`src/rtl/bufpool_alloc.sv`:
```
module bufpool_alloc #(
  parameter int PRIV_N = 4,
  parameter int PUB_N  = 8,
  parameter int CNT_W  = 16,
  parameter int THR_W  = 12,
  localparam int MAXN  = (PRIV_N > PUB_N) ? PRIV_N : PUB_N,
  localparam int IW    = (MAXN > 1) ? $clog2(MAXN) : 1
) (
  input  logic             clk,
  input  logic             rst_n,
  input  logic             clr_cnt,
  input  logic [THR_W-1:0] thr_cycles,
  input  logic             req,
  output logic             gnt,
  output logic             gnt_tag,
  output logic [IW-1:0]    gnt_idx,
  output logic             drop,
  input  logic             rel,
  input  logic             rel_tag,
  input  logic [IW-1:0]    rel_idx,
  output logic             throttled,
  output logic [CNT_W-1:0] fb_cnt,
  output logic [CNT_W-1:0] ign_cnt
);
  localparam int PCW = $clog2(PRIV_N + 1);
  localparam int UCW = $clog2(PUB_N + 1);
  localparam logic [CNT_W-1:0] CMAX = '1;

  logic [IW-1:0]    priv_mem [PRIV_N];
  logic [IW-1:0]    pub_mem  [PUB_N];
  logic [IW-1:0]    priv_rd, priv_wr, pub_rd, pub_wr;
  logic [PCW-1:0]   priv_cnt;
  logic [UCW-1:0]   pub_cnt;
  logic [THR_W-1:0] thr_cnt;

  logic priv_has, pub_has, priv_pop, pub_pop, priv_push, pub_push;

  assign priv_has  = priv_cnt != '0;
  assign pub_has   = pub_cnt != '0;
  assign throttled = thr_cnt != '0;
  assign gnt       = req & ~throttled & (priv_has | pub_has);
  assign drop      = req & ~throttled & ~priv_has & ~pub_has;
  assign gnt_tag   = ~priv_has;
  assign gnt_idx   = priv_has ? priv_mem[priv_rd] : pub_mem[pub_rd];
  assign priv_pop  = gnt & priv_has;
  assign pub_pop   = gnt & ~priv_has;
  assign priv_push = rel & ~rel_tag & (priv_cnt != PCW'(PRIV_N));
  assign pub_push  = rel & rel_tag & (pub_cnt != UCW'(PUB_N));

  function automatic logic [IW-1:0] wrap(input logic [IW-1:0] p, input int n);
    return (int'(p) == n - 1) ? '0 : p + 1'b1;
  endfunction

  always_ff @(posedge clk) begin
    if (!rst_n) begin
      for (int i = 0; i < PRIV_N; i++) priv_mem[i] <= IW'(i);
      priv_rd  <= '0;
      priv_wr  <= '0;
      priv_cnt <= PCW'(PRIV_N);
    end else begin
      if (priv_push) begin
        priv_mem[priv_wr] <= rel_idx;
        priv_wr <= wrap(priv_wr, PRIV_N);
      end
      if (priv_pop) priv_rd <= wrap(priv_rd, PRIV_N);
      if (priv_push && !priv_pop)      priv_cnt <= priv_cnt + 1'b1;
      else if (!priv_push && priv_pop) priv_cnt <= priv_cnt - 1'b1;
    end
  end

  always_ff @(posedge clk) begin
    if (!rst_n) begin
      for (int i = 0; i < PUB_N; i++) pub_mem[i] <= IW'(i);
      pub_rd  <= '0;
      pub_wr  <= '0;
      pub_cnt <= UCW'(PUB_N);
    end else begin
      if (pub_push) begin
        pub_mem[pub_wr] <= rel_idx;
        pub_wr <= wrap(pub_wr, PUB_N);
      end
      if (pub_pop) pub_rd <= wrap(pub_rd, PUB_N);
      if (pub_push && !pub_pop)      pub_cnt <= pub_cnt + 1'b1;
      else if (!pub_push && pub_pop) pub_cnt <= pub_cnt - 1'b1;
    end
  end

  always_ff @(posedge clk) begin
    if (!rst_n)         thr_cnt <= '0;
    else if (drop)      thr_cnt <= thr_cycles;
    else if (throttled) thr_cnt <= thr_cnt - 1'b1;
  end

  always_ff @(posedge clk) begin
    if (!rst_n || clr_cnt) begin
      fb_cnt  <= '0;
      ign_cnt <= '0;
    end else begin
      if (pub_pop && fb_cnt != CMAX) fb_cnt  <= fb_cnt + 1'b1;
      if (drop && ign_cnt != CMAX)   ign_cnt <= ign_cnt + 1'b1;
    end
  end
endmodule

```
`config.mk`:
```
export PLATFORM = sky130hd
export DESIGN_NAME = bufpool_alloc
export DESIGN_NICKNAME = d
export VERILOG_FILES = /design/src/rtl/bufpool_alloc.sv
export SDC_FILE = /design/constraint.sdc
export NUM_CORES = 1
export LEC_CHECK = 0
export CAP_MARGIN = 30
export CELL_PAD_IN_SITES_DETAIL_PLACEMENT = 1
export CELL_PAD_IN_SITES_GLOBAL_PLACEMENT = 1
export CORE_UTILIZATION = 39
export DETAILED_ROUTE_END_ITERATION = 8
export GPL_ROUTABILITY_DRIVEN = 0
export GPL_TIMING_DRIVEN = 0
export PLACE_DENSITY_LB_ADDON = 0.1
export SYNTH_ARGS = -nofsm -noshare
export SYNTH_HDL_FRONTEND = slang
export SYNTH_SLANG_ARGS = --single-unit
```
`constraint.sdc`:
```
create_clock -name clk -period 2.6 [get_ports clk]
set_input_delay 0.39 -clock clk [delete_from_list [all_inputs] [get_ports clk]]
set_output_delay 0.39 -clock clk [all_outputs]
set_load 0.05 [all_outputs]
```
Word-level counts from Yosys, hierarchy flattened --
Memory sizes are Yosys's and may differ from the RTL's. A register that Yosys moved wholly into a read port is not among the register bits. Index checks and enable logic that the tools add are counted.
Storage, ports and cells: RAM bits 36, output and inout bits 39, register bits 63, input port bits 21, memories 2, word-level logic and storage cells 93
Cells by class: bitwise gates (word level) 15, equality and inequality tests 8, multiplexer cells 28, reductions and logical operators 20, $add $sub $neg 11
Memories:
- pub_mem | words 8, width 3, rd ports 1, clocked after Yosys merged registers in 1, wr ports 8, line 30 | logic [IW-1:0] pub_mem [PUB_N];
- priv_mem | words 4, width 3, rd ports 1, clocked after Yosys merged registers in 1, wr ports 4, line 29 | logic [IW-1:0] priv_mem [PRIV_N];
Operators by type and width (number):
- $mux 3 | 12
- $add 16x1->16 const B | 2
- $ne 16x16->1 const B | 2
- $mux 12 | 2
- $add 3x1->3 const B | 5
- $reduce_bool 12->1 | 1
- $sub 12x1->12 const B | 1
- $and 1x1->1 | 10
- $mux 1 | 9
- $mux 4 | 2
- $eq 3x1->1 const B | 2
- $eq 3x3->1 const B | 2
- $logic_and 1x1->1 | 6
- $mux 2 | 3
- $reduce_bool 2->1 | 3
- $reduce_or 3->1 | 2
- $logic_not 1->1 | 5
- $add 4x1->4 const B | 1
- $ne 4x4->1 const B | 1
- $not 1->1 | 4
- $reduce_bool 4->1 | 1
- $sub 4x1->4 const B | 1
- $ne 3x3->1 const B | 1
- $reduce_bool 3->1 | 1
- 3 further kinds | 3

Longest topological paths before layout --
word-level depth 8, gate-level depth with buffers 13, gate-level depth less buffers 13

Worst setup path before layout --
No wires, ideal clock.
path kind register to register, from register priv_cnt[0], to register pub_cnt[3], setup time 0.062 ns, slack -0.252 ns, arrival time 2.789 ns, buffers on the path 1, clock period less this slack 2.852 ns, stages on the path, launching flop included 13, required time 2.538 ns, cell sequence dfxtp_1 or3_1 clkbuf_1 nor3b_1 nand2_1 ha_1 inv_1 ha_1 a21o_1 a21oi_1 xnor2_1 or3_1 nand3_1
On the way: word-level cells in the longest chain between the ends 7, elaborated cells on any way between the ends 10, those cells by class 1 x mux; 4 x bitwise; 5 x reduce/logical
Ends and longest elaborated chain:
- from (decl) | line 32 | logic [PCW-1:0] priv_cnt;
- from (signal assigned) | line 59 | priv_cnt <= PCW'(PRIV_N);
- from (signal assigned) | line 66 | if (priv_push && !priv_pop) priv_cnt <= priv_cnt + 1'b1;
- from (signal assigned) | line 67 | else if (!priv_push && priv_pop) priv_cnt <= priv_cnt - 1'b1;
- $reduce_bool 3->1 * | line 38 | assign priv_has = priv_cnt != '0;
- $or 1x1->1 | line 41 | assign gnt = req & ~throttled & (priv_has | pub_has);
- $and 1x1->1 | line 41
- $and 1x1->1 * | line 46 | assign pub_pop = gnt & ~priv_has;
- $logic_not 1->1 | line 83 | if (pub_push && !pub_pop) pub_cnt <= pub_cnt + 1'b1;
- $logic_and 1x1->1 | line 83
- $mux 4 / $reduce_bool 2->1 (equally long branches)
- to (signal assigned) | line 76 | pub_cnt <= UCW'(PUB_N);
- to (signal assigned) | line 83
- to (signal assigned) | line 84 | else if (!pub_push && pub_pop) pub_cnt <= pub_cnt - 1'b1;
- to (decl) | line 33 | logic [UCW-1:0] pub_cnt;
Mark *: on every way between the ends. The rest lies on a longest branch, timed or not. A chain may end at the register's enable or synchronous reset.

Worst setup path in the final report --
from register thr_cnt[9], to register pub_cnt[3]
On the way: word-level cells in the longest chain between the ends 8, elaborated cells on any way between the ends 10, those cells by class 1 x mux; 4 x bitwise; 5 x reduce/logical
Ends and longest elaborated chain:
- from (decl) | line 34 | logic [THR_W-1:0] thr_cnt;
- from (signal assigned) | line 90 | else if (drop) thr_cnt <= thr_cycles;
- from (signal assigned) | line 91 | else if (throttled) thr_cnt <= thr_cnt - 1'b1;
- $reduce_bool 12->1 * | line 40 | assign throttled = thr_cnt != '0;
- $not 1->1 * | line 41
- $and 1x1->1 * (2 in a row) | line 41
- $and 1x1->1 * | line 46
- $logic_not 1->1 | line 83
- $logic_and 1x1->1 | line 83
- $mux 4 / $reduce_bool 2->1 (equally long branches)
Marked as above.

==> metrics.cfg <==
[drt]
firstDrtPassIters = 6
num_vias = 4336
drc = 0
drtIter0Drc = 178
ant_nets = 0
viasPerCell = 5.510
wl_um = 14320
wl_per_cell_um = 18.20

[yosys]
ys_types = 55
synth_most_common_cell = dfxtp_1
seq_area_frac_synth_pct = 47.36
yosys_warnings = 0
ys_seq_elements = 104
synth_area_leaders = dfxtp_1 (26%), edfxtp_1 (21%), mux4_2 (3.9%)
synth_nets = 555
yosysTopAreaCell = dfxtp_1
synthTopCellsByCount = dfxtp_1 (68), nor2_1 (53), nand2_1 (41)
async_flop_share_pct = 0
synth.avg_cell_area_um2 = 9.956
synth_edf_count = 36
synthCells = 518
synthDominantCellAreaShare_pct = 26.39
syn_area_um2 = 5157
synthFlopType = dfxtp_1

[sta]
setup_slack_ns = -0.02399
tightest_slew_ns = 0.7489
finalCritPeriodShare_pct = 100.9
relSlewSlack_pct = 50.07
slew_violations = 0
fin_tns_setup_ns = -0.02399
fin_skew_ns = 0.007944
fmax_mhz = 381.1
setup_viol = 1
min_period_ns = 2.624
rsz0062_at_grt = true
hold_violations = 0

[floorplan]
dieHeight_um = 117.0
ios = 60
row_count = 41
die_x_um = 117.0
start_util_pct = 40.38
core_area_um2 = 12770
dieArea_um2 = 13690

[finish]
diodes = 0
fin_nets = 647
drive_gt1_share_pct = 16.91
area_growth_pct = 27.61

[placement]
portBuffers = 58
hpwl_um = 10190

[min_path]
hold_path_class = reg2reg

[global_routing]
grt_overflow = 0
grt_max_degree = 17
grt_pass1_wl_um = 22580
first_global_vias = 4358
antenna_found_initial = 0
grt_util_all_layers_pct = 22.02

[status]
status = complete, but fails checks
violations = setup timing

[power_and_ir_drop]
p_total_mw = 5.757
p_per_area_nw_per_um2 = 874.7
p_leak_nw = 2.224
ir_worst_vdd_v = 0.0005367

[critical_path]
crit_type = reg2reg
timing.critical_path.mode_cell = ha_4
reg2reg_from = thr_cnt[9]
slowest_delay_ns = 0.56
path_depth = 12
crit_family = simple AND/OR/NAND/NOR gates
slowest_stage = or4_4
cp-endpoint = pub_cnt[3]
crit_path_start_kind = register
rrSetupSlack_ns = -0.02
setup.worst_path.end_class = register
path_max_fanout = 5
path_buf_inv = 2
r2r_cells = 12
timing.rr.end = pub_cnt[3]
crit_chain = or4_4 > nor3_4 > buf_6 > nand2_8 > ha_4 > inv_4 > ha_4 > a21o_1 > a21oi_2 > xnor2_1 > or3_1 > nand3_1
crit_arrival_ns = 2.92
required_ns = 2.89
crit_start = thr_cnt[9]

[clock_tree]
clk_latency_ns = 0.35
h-tree-depth = 3
cts_tree = done
cts-root-buf = clkbuf_16
numCtsBuffers = 9
clock_sinks = 104
cts_buffer_depth = 2
ctsHoldBuffers = 0
path_clk_slew_ns = 0.07

[flow_run]
cap_violations = 0

[registers in the layout, summed over array words and instances, names as in the netlist, named ones only]
name / count
fb_cnt: 16
ign_cnt: 16
priv_cnt: 3
priv_mem: 12
priv_rd: 3
priv_wr: 3
pub_cnt: 4
pub_mem: 24
pub_rd: 3
pub_wr: 3
thr_cnt: 12
[cell usage in the layout, fill, tap and decap left out, drive strengths merged, types with 14 or more instances in the layout]
cell type | netlist | final
xnor2 | 17 | 17
a21oi | 28 | 28
ha | 14 | 14
or3 | 20 | 20
dfxtp | 68 | 68
mux2i | 14 | 14
o21ai | 17 | 17
buf | 6 | 33
nand4 | 15 | 15
edfxtp | 36 | 36
nor4 | 21 | 21
nor2 | 54 | 54
nand2 | 41 | 41
clkdlybuf4s50 | 0 | 51
clkbuf | 19 | 29
nand3 | 24 | 24
[tightest hold or removal path: stages, from the launching register on]
cell      delay (ns)
dfxtp_1         0.30
inv_1           0.07
a211oi_1        0.04
[worst min-delay path by stage]
stage	slack, ns	end	from	cells past startpoint
after detailed placement	0.44	priv_rd[2]	priv_rd[2]	2
after floorplan	0.42	priv_wr[2]	priv_wr[2]	2
final	0.45	priv_wr[2]	priv_wr[2]	2
after CTS	0.45	priv_rd[2]	priv_rd[2]	2
after global placement	0.43	priv_wr[2]	priv_wr[2]	2
after global routing	0.48	priv_rd[2]	priv_rd[2]	2
[stage by stage]
stage | hold slack (ns) | instances | util, % | area, µm² | setup WS [ns]
after floorplan | 0.4172 | 518 | - | 5205 | -0.004023
after global placement | 0.4278 | 748 | 46.98 | 6001 | -0.8842
after detailed placement | 0.4438 | 750 | 47.08 | 6013 | -0.6462
after CTS | 0.4535 | 772 | 50.03 | 6391 | -0.03813
after global routing | 0.4825 | 787 | 51.52 | 6581 | -0.1352
final | 0.4542 | 787 | 51.52 | 6581 | -0.02399
[routing by layer]
metal / track usage, % / part of all wire (%)
met2: 39.88 / 51
met4: 7.511 / 1.5
met3: 3.347 / 2.9
met1: 26.63 / 44
met5: 0 / 0
[layout make-up]
| type | instances | area (µm²) |
|---|---|---|
| timing repair buffer | 85 | 788.3 |
| sequential | 104 | 2452 |
| tap | 172 | 215.2 |
| clock buffer | 11 | 242.7 |
| buffer | 21 | 95.09 |
| clock inverter | 5 | 32.53 |
| fill | 1405 | 6192 |
| multi-input combinational | 375 | 2695 |
| inverter | 14 | 60.06 |
[cell families after synthesis]
| family | Yosys count | synth area share, % |
|---|---|---|
| AOI/OAI and AO/OA | 69 | 8.176 |
| xor gates and xnor gates | 27 | 4.585 |
| adders and majority gates | 16 | 4.173 |
| buffers and inverters | 39 | 3.081 |
| DFF | 104 | 47.36 |
| muxes | 23 | 6.647 |
| and+or+nand+nor | 240 | 25.98 |
[report_power, final]
part / leakage, nW / internal (mW) / total (mW) / switching, mW
sequential: 0.868 / 1.87 / 2.06 / 0.199
combinational: 1.23 / 1.05 / 2.40 / 1.36
clock: 0.129 / 0.674 / 1.29 / 0.616
total: 2.22 / 3.59 / 5.76 / 2.17
[repair_timing]
| item | in CTS | in global routing |
|---|---|---|
| buffers inserted | 10 | 15 |
| setup endpoints to repair | 12 | 17 |
| resized for setup | 32 | 24 |
| pin swaps | 6 | 10 |
No activity file was read; power rests on OpenSTA's default activity.
